$ cat config.mk
export PLATFORM = sky130hd
export DESIGN_NAME = pgx_top
export DESIGN_NICKNAME = d
export VERILOG_FILES = /design/src/rtl/pgx_pkg.sv /design/src/rtl/pgx_pagefile.sv /design/src/rtl/pgx_xlate.sv /design/src/rtl/pgx_status.sv /design/src/rtl/pgx_top.sv
export SDC_FILE = /design/constraint.sdc
export NUM_CORES = 1
export LEC_CHECK = 0
export BUFFER_PORTS_ARGS = -buffer_cell sky130_fd_sc_hd__buf_2
export CORE_UTILIZATION = 63
export CTS_BUF_LIST = sky130_fd_sc_hd__clkbuf_4 sky130_fd_sc_hd__clkbuf_8
export DETAILED_ROUTE_END_ITERATION = 10
export PLACE_DENSITY = 0.81
export SLEW_MARGIN = 5
export SYNTH_ARGS = -nofsm -noshare
export SYNTH_HDL_FRONTEND = slang
export SYNTH_SLANG_ARGS = --single-unit
$ cat constraint.sdc
create_clock -name clk -period 12.38 [get_ports clk]
set_input_delay 2.476 -clock clk [delete_from_list [all_inputs] [get_ports clk]]
set_output_delay 2.476 -clock clk [all_outputs]
set_load 0.03 [all_outputs]
$ cat src/rtl/pgx_pkg.sv
package pgx_pkg;
  localparam int VA_W   = 16;
  localparam int PA_W   = 22;
  localparam int OFF_W  = 6;
  localparam int BN_W   = 7;
  localparam int PG_W   = 3;
  localparam int NPG    = 1 << PG_W;
  localparam int NSET   = 2;
  localparam int RW_W   = 16;
  localparam int RA_W   = 6;
  localparam int BASE_W = PA_W - OFF_W;

  localparam logic [RA_W-1:0] ADDR_SR0 = RA_W'(32);
  localparam logic [RA_W-1:0] ADDR_VAC = RA_W'(33);
  localparam logic [RW_W-1:0] PDR_WMASK = 16'h7F0E;
  localparam logic [RW_W-1:0] SR0_WMASK = 16'hE06F;
  localparam int WFLAG_BIT = 6;

  typedef enum logic [1:0] {
    ACF_NONRES = 2'b00,
    ACF_RDONLY = 2'b01,
    ACF_NEVER  = 2'b10,
    ACF_RDWR   = 2'b11
  } acf_e;

  typedef struct packed {
    logic nonres;
    logic len;
    logic ro;
  } fault_t;

  function automatic logic mode_legal(logic [1:0] mode);
    return (mode == 2'd0) || (mode == 2'd3);
  endfunction

  function automatic logic [PA_W-1:0] map_pa(logic [RW_W-1:0] base,
                                             logic [BN_W-1:0] bn,
                                             logic [OFF_W-1:0] off);
    logic [BASE_W-1:0] blk;
    blk = BASE_W'(base + RW_W'(bn));
    return {blk, off};
  endfunction

  function automatic fault_t judge(logic [RW_W-1:0] pdr, logic [BN_W-1:0] bn,
                                   logic wr, logic mode_ok);
    fault_t f;
    acf_e   acf;
    logic [BN_W-1:0] lim;
    f   = '0;
    acf = acf_e'(pdr[2:1]);
    lim = pdr[14:8];
    if (!mode_ok || acf == ACF_NONRES || acf == ACF_NEVER) begin
      f.nonres = 1'b1;
    end else begin
      f.ro  = (acf == ACF_RDONLY) && wr;
      f.len = pdr[3] ? (bn < lim) : (bn > lim);
    end
    return f;
  endfunction
endpackage

$ cat src/rtl/pgx_pagefile.sv
module pgx_pagefile
  import pgx_pkg::*;
(
  input  logic                               clk,
  input  logic                               rst_n,
  input  logic                               reg_we,
  input  logic [RA_W-1:0]                    reg_addr,
  input  logic [RW_W-1:0]                    reg_wdata,
  input  logic                               mark_en,
  input  logic                               mark_set,
  input  logic [PG_W-1:0]                    mark_page,
  output logic [NSET-1:0][NPG-1:0][RW_W-1:0] par_v,
  output logic [NSET-1:0][NPG-1:0][RW_W-1:0] pdr_v
);
  for (genvar s = 0; s < NSET; s++) begin : g_set
    for (genvar p = 0; p < NPG; p++) begin : g_pg
      localparam logic [RA_W-1:0] A_PAR = RA_W'(s * 2 * NPG + p);
      localparam logic [RA_W-1:0] A_PDR = RA_W'(s * 2 * NPG + NPG + p);
      logic [RW_W-1:0] par_q, pdr_q;
      logic            wflag_q;
      logic            hit_par, hit_pdr, hit_mark;

      assign hit_par  = reg_we && (reg_addr == A_PAR);
      assign hit_pdr  = reg_we && (reg_addr == A_PDR);
      assign hit_mark = mark_en && (mark_set == s[0]) && (mark_page == PG_W'(p));

      always_ff @(posedge clk or negedge rst_n) begin
        if (!rst_n) begin
          par_q   <= '0;
          pdr_q   <= '0;
          wflag_q <= 1'b0;
        end else begin
          if (hit_par) par_q <= reg_wdata;
          if (hit_pdr) pdr_q <= reg_wdata & PDR_WMASK;
          if (hit_par || hit_pdr) wflag_q <= 1'b0;
          else if (hit_mark)      wflag_q <= 1'b1;
        end
      end

      always_comb begin
        par_v[s][p] = par_q;
        pdr_v[s][p] = pdr_q;
        pdr_v[s][p][WFLAG_BIT] = wflag_q;
      end
    end
  end
endmodule

$ cat src/rtl/pgx_xlate.sv
module pgx_xlate
  import pgx_pkg::*;
(
  input  logic                               en,
  input  logic [VA_W-1:0]                    va,
  input  logic                               wr,
  input  logic [1:0]                         mode,
  input  logic [NSET-1:0][NPG-1:0][RW_W-1:0] par_v,
  input  logic [NSET-1:0][NPG-1:0][RW_W-1:0] pdr_v,
  output logic [PA_W-1:0]                    pa,
  output fault_t                             fault,
  output logic                               mode_ok
);
  logic            set_sel;
  logic [PG_W-1:0] page;
  logic [BN_W-1:0] bn;
  logic [OFF_W-1:0] off;
  logic [RW_W-1:0] base, desc;

  assign set_sel = mode[0];
  assign page    = va[VA_W-1 -: PG_W];
  assign bn      = va[OFF_W +: BN_W];
  assign off     = va[OFF_W-1:0];
  assign base    = par_v[set_sel][page];
  assign desc    = pdr_v[set_sel][page];
  assign mode_ok = mode_legal(mode);

  always_comb begin
    if (en) begin
      pa    = map_pa(base, bn, off);
      fault = judge(desc, bn, wr, mode_ok);
    end else begin
      pa    = PA_W'(va);
      fault = '0;
    end
  end
endmodule

$ cat src/rtl/pgx_status.sv
module pgx_status
  import pgx_pkg::*;
(
  input  logic            clk,
  input  logic            rst_n,
  input  logic            sr_we,
  input  logic [RW_W-1:0] wdata,
  input  logic            cap_en,
  input  fault_t          fault,
  input  logic [PG_W-1:0] page,
  input  logic [1:0]      mode,
  input  logic [VA_W-1:0] va,
  output logic [RW_W-1:0] sr0_o,
  output logic [VA_W-1:0] vacap_o,
  output logic            frozen_o,
  output logic            en_o
);
  logic [RW_W-1:0] sr0_q;
  logic [VA_W-1:0] vac_q;

  assign frozen_o = |sr0_q[15:13];

  always_ff @(posedge clk or negedge rst_n) begin
    if (!rst_n) begin
      sr0_q <= '0;
      vac_q <= '0;
    end else if (sr_we) begin
      sr0_q <= wdata & SR0_WMASK;
    end else if (cap_en && !frozen_o) begin
      sr0_q[15]  <= fault.nonres;
      sr0_q[14]  <= fault.len;
      sr0_q[13]  <= fault.ro;
      sr0_q[6:5] <= mode;
      sr0_q[3:1] <= page;
      vac_q      <= va;
    end
  end

  assign sr0_o   = sr0_q;
  assign vacap_o = vac_q;
  assign en_o    = sr0_q[0];
endmodule

$ cat src/rtl/pgx_top.sv
module pgx_top
  import pgx_pkg::*;
(
  input  logic            clk,
  input  logic            rst_n,
  input  logic            acc_valid,
  input  logic [15:0]     acc_va,
  input  logic            acc_wr,
  input  logic [1:0]      acc_mode,
  input  logic            reg_we,
  input  logic [5:0]      reg_addr,
  input  logic [15:0]     reg_wdata,
  output logic [15:0]     reg_rdata,
  output logic [21:0]     pa,
  output logic            abort
);
  logic [NSET-1:0][NPG-1:0][RW_W-1:0] par_v, pdr_v;
  fault_t          xl_fault;
  logic            xl_en, xl_mode_ok, xl_any;
  logic            cap_fire, mark_fire, sr_we_w, sr_frozen;
  logic [RW_W-1:0] sr0_w;
  logic [VA_W-1:0] vacap_w;

  assign xl_any    = |xl_fault;
  assign abort     = acc_valid && xl_any;
  assign cap_fire  = abort;
  assign mark_fire = acc_valid && xl_en && acc_wr && !xl_any && xl_mode_ok;
  assign sr_we_w   = reg_we && (reg_addr == ADDR_SR0);

  pgx_pagefile u_pages (
    .clk, .rst_n, .reg_we, .reg_addr, .reg_wdata,
    .mark_en(mark_fire), .mark_set(acc_mode[0]),
    .mark_page(acc_va[VA_W-1 -: PG_W]),
    .par_v, .pdr_v
  );

  pgx_xlate u_xlate (
    .en(xl_en), .va(acc_va), .wr(acc_wr), .mode(acc_mode),
    .par_v, .pdr_v, .pa, .fault(xl_fault), .mode_ok(xl_mode_ok)
  );

  pgx_status u_status (
    .clk, .rst_n, .sr_we(sr_we_w), .wdata(reg_wdata),
    .cap_en(cap_fire), .fault(xl_fault),
    .page(acc_va[VA_W-1 -: PG_W]), .mode(acc_mode), .va(acc_va),
    .sr0_o(sr0_w), .vacap_o(vacap_w), .frozen_o(sr_frozen), .en_o(xl_en)
  );

  always_comb begin
    reg_rdata = '0;
    if (!reg_addr[5])
      reg_rdata = reg_addr[3] ? pdr_v[reg_addr[4]][reg_addr[2:0]]
                              : par_v[reg_addr[4]][reg_addr[2:0]];
    else if (reg_addr == ADDR_SR0)
      reg_rdata = sr0_w;
    else if (reg_addr == ADDR_VAC)
      reg_rdata = vacap_w;
  end
endmodule

==> metrics.txt, run 1 <==
status finished, final reports clean; RR Startpoint u_pages.g_set[1].g_pg[7].pdr_q[12]; RR Endpoint u_status.vacap_o[0]; DIE AREA slightly above 40,000 um^2; EDFF count, synth 0; Cell Area, Synth 25,000 um^2; crit path launch acc_va[13]; Port Buffers 83; min Tclk post-route 9.56 ns; most frequent cells in the layout dfrtp_1 (457), mux2_2 (427), mux4_2 (225); clock latency on the worst-skew pair 0.65 ns; Rel. slew slack 0.151; Yosys reg bits 457; Congestion Overflow GR 0; crit path max fanout 49; Highest Clock Rate 0.105 GHz; final setup TNS 0 ns; setup violators final 0; initial antenna violation count 1; post-CTS setup buffer count 0; Seq pwr share 0.465; Layout Cells excl Fill 2,323; maximum VDD drop 88.3 uV; design internal power 2.92 mW; Tightest Pin Transition 1.27 ns; fill cell count 2,548; clock power share 0.342; ys flop type dfrtp_1; Post-Synth Simple-Gate Area 0.0349; Resized Gates After CTS 0; sequential element share of the synthesized area 0.457; Critical Path End Type output port; Clock Path Buffers 3; Critical Path End abort; chip height 201 um; Clk pin slew, worst setup/hold paths ~0.06 ns; Post-Synth XOR/XNOR Area 0.00350; DRT antenna net count 0; H-tree depth 3; final instance area 27,400 um^2; CP Launch Type primary input; Core Area just under 40,000 um^2; main combinational cell family by area after synthesis multiplexers; placed insts 2,199; CTS tree yes; Routed wire per std cell a little under 30 um; largest net degree at the start of global routing about 170; FP Rows 72; crit-path cells buf_6 -> buf_4 -> buf_4 -> mux4_2 -> mux4_2 -> inv_1 -> ha_1 -> nor2b_1 -> o21a_1 -> o21bai_1 -> a31o_1 -> nor2_1 -> nor2_1 -> buf_2; cells on worst reg2reg path 11; # DRC 0; share of layout cells above drive strength 1 0.515; Nets 1,820; Critical Path AT 7.08 ns; Die W around 200 um; post-synthesis adder-cell area fraction 0.00779; compound-gate portion of the synthesized area 0.0366; DP Wirelength between 40 and 50 mm; r2r setup slk 8.26 ns; final WL just under 70 mm; max-cap viol count 0; most common cell after layout, fill and taps aside dfrtp_1; Post-Syn Area per Cell between 10 and 15 um^2; vias in the first global route 17.0k; Comb pwr share 0.194; Hold Crit Class flip-flop to flip-flop; power per cell area between 100 and 150 nW/um^2; final hold vios 0; Leakage Power 12.4 nW; CTS Hold Bufs 0; Min Hold Slack 0.517 ns; switching pwr 1.12 mW; Switching Share 0.278; post-route core utilization 0.704; Worst Path Required 9.90 ns; routability-driven placement congestion ratio between 0.9 and 1; CTS Buf Count 77; Starting DRT DRC Count 1,688; multiplexer share of the synthesized area 0.431; Post-synth ARST share 1.00; Syn. warnings 0; Final period util 0.772; Mapped Cells approximately 1.7k; clk root buf clkbuf_8; Max stage delay cell, worst path buf_4; syn_nets 1,766; Cell Area, Placed 25,800 um^2; number of detailed-route iterations in the first pass 6; Global Route Usage Sum 0.342; antenna cells 0; unrepaired setup endpoints after global routing no; critical path type primary input to output port; via count of the routed design 16.6k; pins over their slew limit 0; Via density about 7.1; I/O Pins 84; skew final 0.0351 ns; first-pass GRT wire length 103 mm; Clock Sinks about 460; distinct cell type count after synthesis 60; P&R area growth vs syn 9.35%; Crit path largest cell delay 0.68 ns; initial core utilization 0.643
critical path: cells and delay by family:
kind / cells / cell delay [ns]
and+or+nand+nor: 3 / 0.38
AOI/OAI and AO/OA: 3 / 0.88
adders and majority gates: 1 / 0.23
buffers and inverters: 5 / 1.99
muxes: 2 / 1.06
power groups by stage:
stage | clock [mW] | combinational, mW | sequential, mW
3_5_place_dp | 0 | 0.776 | 1.89
2_1_floorplan | 0 | 0.603 | 1.83
6_report | 1.38 | 0.782 | 1.88
3_3_place_gp | 0 | 0.749 | 1.88
5_1_grt | 1.47 | 0.833 | 1.90
4_1_cts | 1.40 | 0.781 | 1.87
routing by layer:
metal | routed length [um] | vias to the layer above | GRT usage
met1 | 26100 | 8673 | 0.466
met2 | 31700 | 966 | 0.524
met5 | 12 | - | 0.00357
met4 | 2840 | 2 | 0.151
met3 | 6640 | 211 | 0.0875
li1 | - | 6703 | -
per-stage QoR:
stage	power [mW]	setup WS, ns
floorplan	2.43	3.16
global placement	2.63	2.90
detailed placement	2.67	2.81
CTS	4.05	2.80
global route	4.20	2.51
finish	4.04	2.82
cell usage after synthesis (2+ instances only):
cell type | count | area, um^2
nand2b_1 | 6 | 37.5
or2_2 | 4 | 25.0
nor3b_1 | 2 | 15.0
ha_1 | 14 | 175
nor2_1 | 49 | 184
inv_1 | 29 | 109
xnor2_1 | 7 | 61.3
a211oi_1 | 3 | 22.5
a21oi_1 | 23 | 115
a21o_1 | 4 | 30.0
o221a_2 | 4 | 45.0
o21ai_0 | 28 | 140
nor4_1 | 2 | 12.5
nand3_1 | 14 | 70.1
nand4b_1 | 5 | 43.8
and2_1 | 7 | 43.8
a221oi_1 | 9 | 78.8
nand2_1 | 54 | 203
a22o_1 | 2 | 17.5
mux2_4 | 10 | 150
a21boi_0 | 4 | 30.0
buf_1 | 19 | 71.3
buf_4 | 7 | 52.6
dfrtp_1 | 457 | 11400
clkbuf_1 | 94 | 353
and3_1 | 5 | 31.3
nor2b_1 | 8 | 50.1
mux2i_1 | 60 | 601
a22oi_1 | 9 | 67.6
nand4_1 | 3 | 18.8
o22ai_1 | 35 | 219
nor3_1 | 12 | 60.1
mux2_2 | 427 | 4810
or3_1 | 4 | 25.0
xor2_1 | 3 | 26.3
mux4_2 | 225 | 5070
buf_6 | 2 | 22.5
mux4_1 | 6 | 158
buf_2 | 24 | 120
o21a_1 | 5 | 37.5
o22a_1 | 2 | 17.5
state kept, by name, summed over array words and instances, names as in the netlist:
signal	cells
u_pages.g_set.g_pg.par_q	256
u_pages.g_set.g_pg.pdr_q	160
u_pages.g_set.g_pg.wflag_q	16
u_status.sr0_o	9
u_status.vacap_o	16
worst min-delay path by stage:
stage	startpoint	endpoint	slack (ns)	cells past startpoint
global route	u_status.vacap_o[14]	u_status.vacap_o[14]	0.53	1
CTS	u_status.vacap_o[1]	u_status.vacap_o[1]	0.52	1
detailed placement	u_status.vacap_o[14]	u_status.vacap_o[14]	0.50	1
finish	u_status.vacap_o[1]	u_status.vacap_o[1]	0.52	1
floorplan	u_pages.g_set[1].g_pg[0].wflag_q	u_pages.g_set[1].g_pg[0].wflag_q	0.46	2
global placement	u_pages.g_set[1].g_pg[0].wflag_q	u_pages.g_set[1].g_pg[0].wflag_q	0.48	2
final cells by class:
| cell class | instances | area (um^2) | area share |
|---|---|---|---|
| Clock buffer | 108 | 1380 | 0.0504 |
| Clock inverter | 16 | 169 | 0.00617 |
| Inverter | 30 | 113 | 0.00411 |
| Multi-Input combinational cell | 1072 | 12900 | 0.471 |
| Sequential cell | 457 | 11400 | 0.418 |
| Tap cell | 518 | 648 | 0.0237 |
| Timing Repair Buffer | 122 | 751 | 0.0274 |
cell families (layout without fill, tap and decap cells):
group,count (synthesis),after routing
compound gates,138,138
buf+inv,177,276
xor+xnor,10,10
simple gates,181,181
fa+ha+maj,15,15
mux,728,728
flops,457,457
Note: power is estimated with default switching activity, not from simulation.
==> inputs of run 2 (changes only) <==
--- a/config.mk
+++ b/config.mk
@@ -6,10 +6,10 @@
 export NUM_CORES = 1
 export LEC_CHECK = 0
 export BUFFER_PORTS_ARGS = -buffer_cell sky130_fd_sc_hd__buf_2
-export CORE_UTILIZATION = 63
+export CORE_UTILIZATION = 59
 export CTS_BUF_LIST = sky130_fd_sc_hd__clkbuf_4 sky130_fd_sc_hd__clkbuf_8
 export DETAILED_ROUTE_END_ITERATION = 10
-export PLACE_DENSITY = 0.81
+export PLACE_DENSITY = 0.79
 export SLEW_MARGIN = 5
 export SYNTH_ARGS = -nofsm -noshare
 export SYNTH_HDL_FRONTEND = slang
==> constraint.sdc (replaced) <==
create_clock -name clk -period 7.7 [get_ports clk]
set_input_delay 1.54 -clock clk [delete_from_list [all_inputs] [get_ports clk]]
set_output_delay 1.54 -clock clk [all_outputs]
set_load 0.03 [all_outputs]
==> run 2 against run 1 <==
Flip-flop and latch count did not move. Power up 62%. Wire length is 3.0% higher. Cell count grew 1.3%. Via count up 1.4%.
==> metrics.txt, run 2 (synthesis results as in run 1) <==
setup violators final 0; critical path type primary input to output port; chip height between 200 and 250 um; CTS Buf Count 79; Final period util 0.964; Final Power 6.56 mW; Nets about 1.8k; CP Launch Type primary input; Highest Clock Rate 0.135 GHz; Clk pin slew, worst setup/hold paths roughly 0.06 ns; Switching Share 0.280; Rel. slew slack 0.127; H-tree depth 3; share of layout cells above drive strength 1 0.518; final WL 69.3 mm; fill cell count just under 3k; Resized Gates After CTS 0; hold_sp u_status.vacap_o[4]; DRT antenna net count 0; # DRC 0; CTS Hold Bufs 0; min Tclk post-route 7.43 ns; cells on worst reg2reg path 11; Clock Sinks 457; Die W 208 um; P&R area growth vs syn 9.87%; post-route core utilization 0.656; skew final about 0.025 ns; FP Rows 75; Critical Path Most Common Cell mux4_2; DP Wirelength 43.3 mm; Core Area 41,900 um^2; leading registers by flop count u_pages.g_set.g_pg.par_q x256, u_pages.g_set.g_pg.pdr_q x160; Critical Path AT 5.89 ns; Routed wire per std cell slightly below 30 um; Crit path largest cell delay between 0.9 and 1 ns; Critical Path End Type output port; hold depth 1; pins over their slew limit 0; via count of the routed design 16.8k; most common cell after layout, fill and taps aside dfrtp_1; I/O Pins 84; crit-path cells buf_6 -> mux4_2 -> mux4_2 -> ha_1 -> a21o_1 -> a21oi_1 -> o21ai_0 -> a2111oi_0 -> nor3_1 -> nand3_1 -> mux2i_1 -> buf_2; number of detailed-route iterations in the first pass 7; unrepaired setup endpoints after global routing no; Comb pwr share 0.193; vias in the first global route 17.1k; final setup TNS 0 ns; DIE AREA ~43,000 um^2; Clock Path Buffers 3; status finished, final reports clean; CTS tree yes; max-cap viol count 0; Global Route Usage Sum 0.331; max reg flops around 260; Congestion Overflow GR 0; Most flops, register u_pages.g_set.g_pg.par_q; clk root buf clkbuf_8; Via density 7.13; clock power share 0.346; crit path max fanout 40; final hold vios 0; Tightest Pin Transition 1.31 ns; Starting DRT DRC Count 1,675; Leakage Power 12.4 nW; routability-driven placement congestion ratio 0.886; most frequent cells in the layout dfrtp_1 (457), mux2_2 (427), mux4_2 (225); largest net degree at the start of global routing 162; clock latency on the worst-skew pair 0.63 ns; initial antenna violation count 2; RR Startpoint u_pages.g_set[1].g_pg[7].pdr_q[12]; crit path launch acc_va[13]; switching pwr 1.84 mW; power per cell area 239 nW/um^2; first-pass GRT wire length between 100 and 150 mm; Port Buffers 83; maximum VDD drop 119 uV; Seq pwr share 0.461; Hold Crit Class flip-flop to flip-flop; Worst Path Required 6.16 ns; initial core utilization 0.597; Max stage delay cell, worst path a2111oi_0; post-CTS setup buffer count 0; design internal power around 4.7 mW
-- run 2: cell count changes in the layout (fill, tap and decap cells not counted) --
cell and delta:
clkbuf_8 +10, bufinv_16 -3, clkinvlp_4 -1, clkbuf_4 +6
clkinv_4 +1, buf_12 +3, nor2_2 +2, diode_2 +2
nor2_1 -2, buf_4 -4, inv_6 -1, clkinv_2 -4
-- run 2: path summary, 6_finish.rpt --
check	to	slack [ns]
setup / recovery	pa[21]	0.27
hold / removal	u_status.vacap_o[4]	0.51
setup reg to reg	u_status.vacap_o[1]	3.57
hold reg to reg	u_status.vacap_o[4]	0.51
max in group asynchronous	u_pages.g_set[0].g_pg[6].pdr_q[10]	5.08
min in group asynchronous	u_pages.g_set[0].g_pg[4].par_q[5]	1.02
-- run 2: through the flow --
step / hold WS (ns) / std cells / setup WS (ns) / area [um^2]
2_1_floorplan: 0.464 / 1706 / 0.353 / 25000
3_3_place_gp: 0.487 / 2219 / 0.472 / 25900
3_5_place_dp: 0.497 / 2219 / 0.413 / 25900
4_1_cts: 0.514 / 2351 / 0.290 / 27500
5_1_grt: 0.528 / 2352 / 0.125 / 27500
6_report: 0.511 / 2353 / 0.274 / 27500
-- run 2: power groups by stage --
stage	logic (mW)	registers, mW	clock network, mW
final	1.27	3.02	2.27
after global placement	1.21	3.02	0
after global routing	1.35	3.06	2.40
after detailed placement	1.26	3.05	0
after floorplan	0.970	2.94	0
after CTS	1.26	3.01	2.30
-- run 2: worst max-delay path: cells and delay by family --
kind	cells	cell delay, ns
AOI/OAI and AO/OA	4	1.57
adders and majority gates	1	0.30
buffers and inverters	2	0.61
muxes	3	1.31
and+or+nand+nor	2	0.49
-- run 2: area by class of cell --
type                       instances  area, um^2  area share
clock buffer                     124        1560      0.0568
tap                              539         674      0.0245
clock inverter                     8        51.3     0.00186
timing repair buffer             121         781      0.0284
sequential                       457       11400       0.416
inverter                          30         113     0.00409
multi-input combinational       1072       12900       0.469
antenna                            2        5.00    0.000182
-- run 2: layer usage --
metal  track usage  vias up  part of all wire
li1              -     6711                 -
met1         0.452     8859              0.38
met2         0.511     1032              0.48
met3        0.0823      177              0.10
met4         0.141        0             0.036
met5             0        -                 0
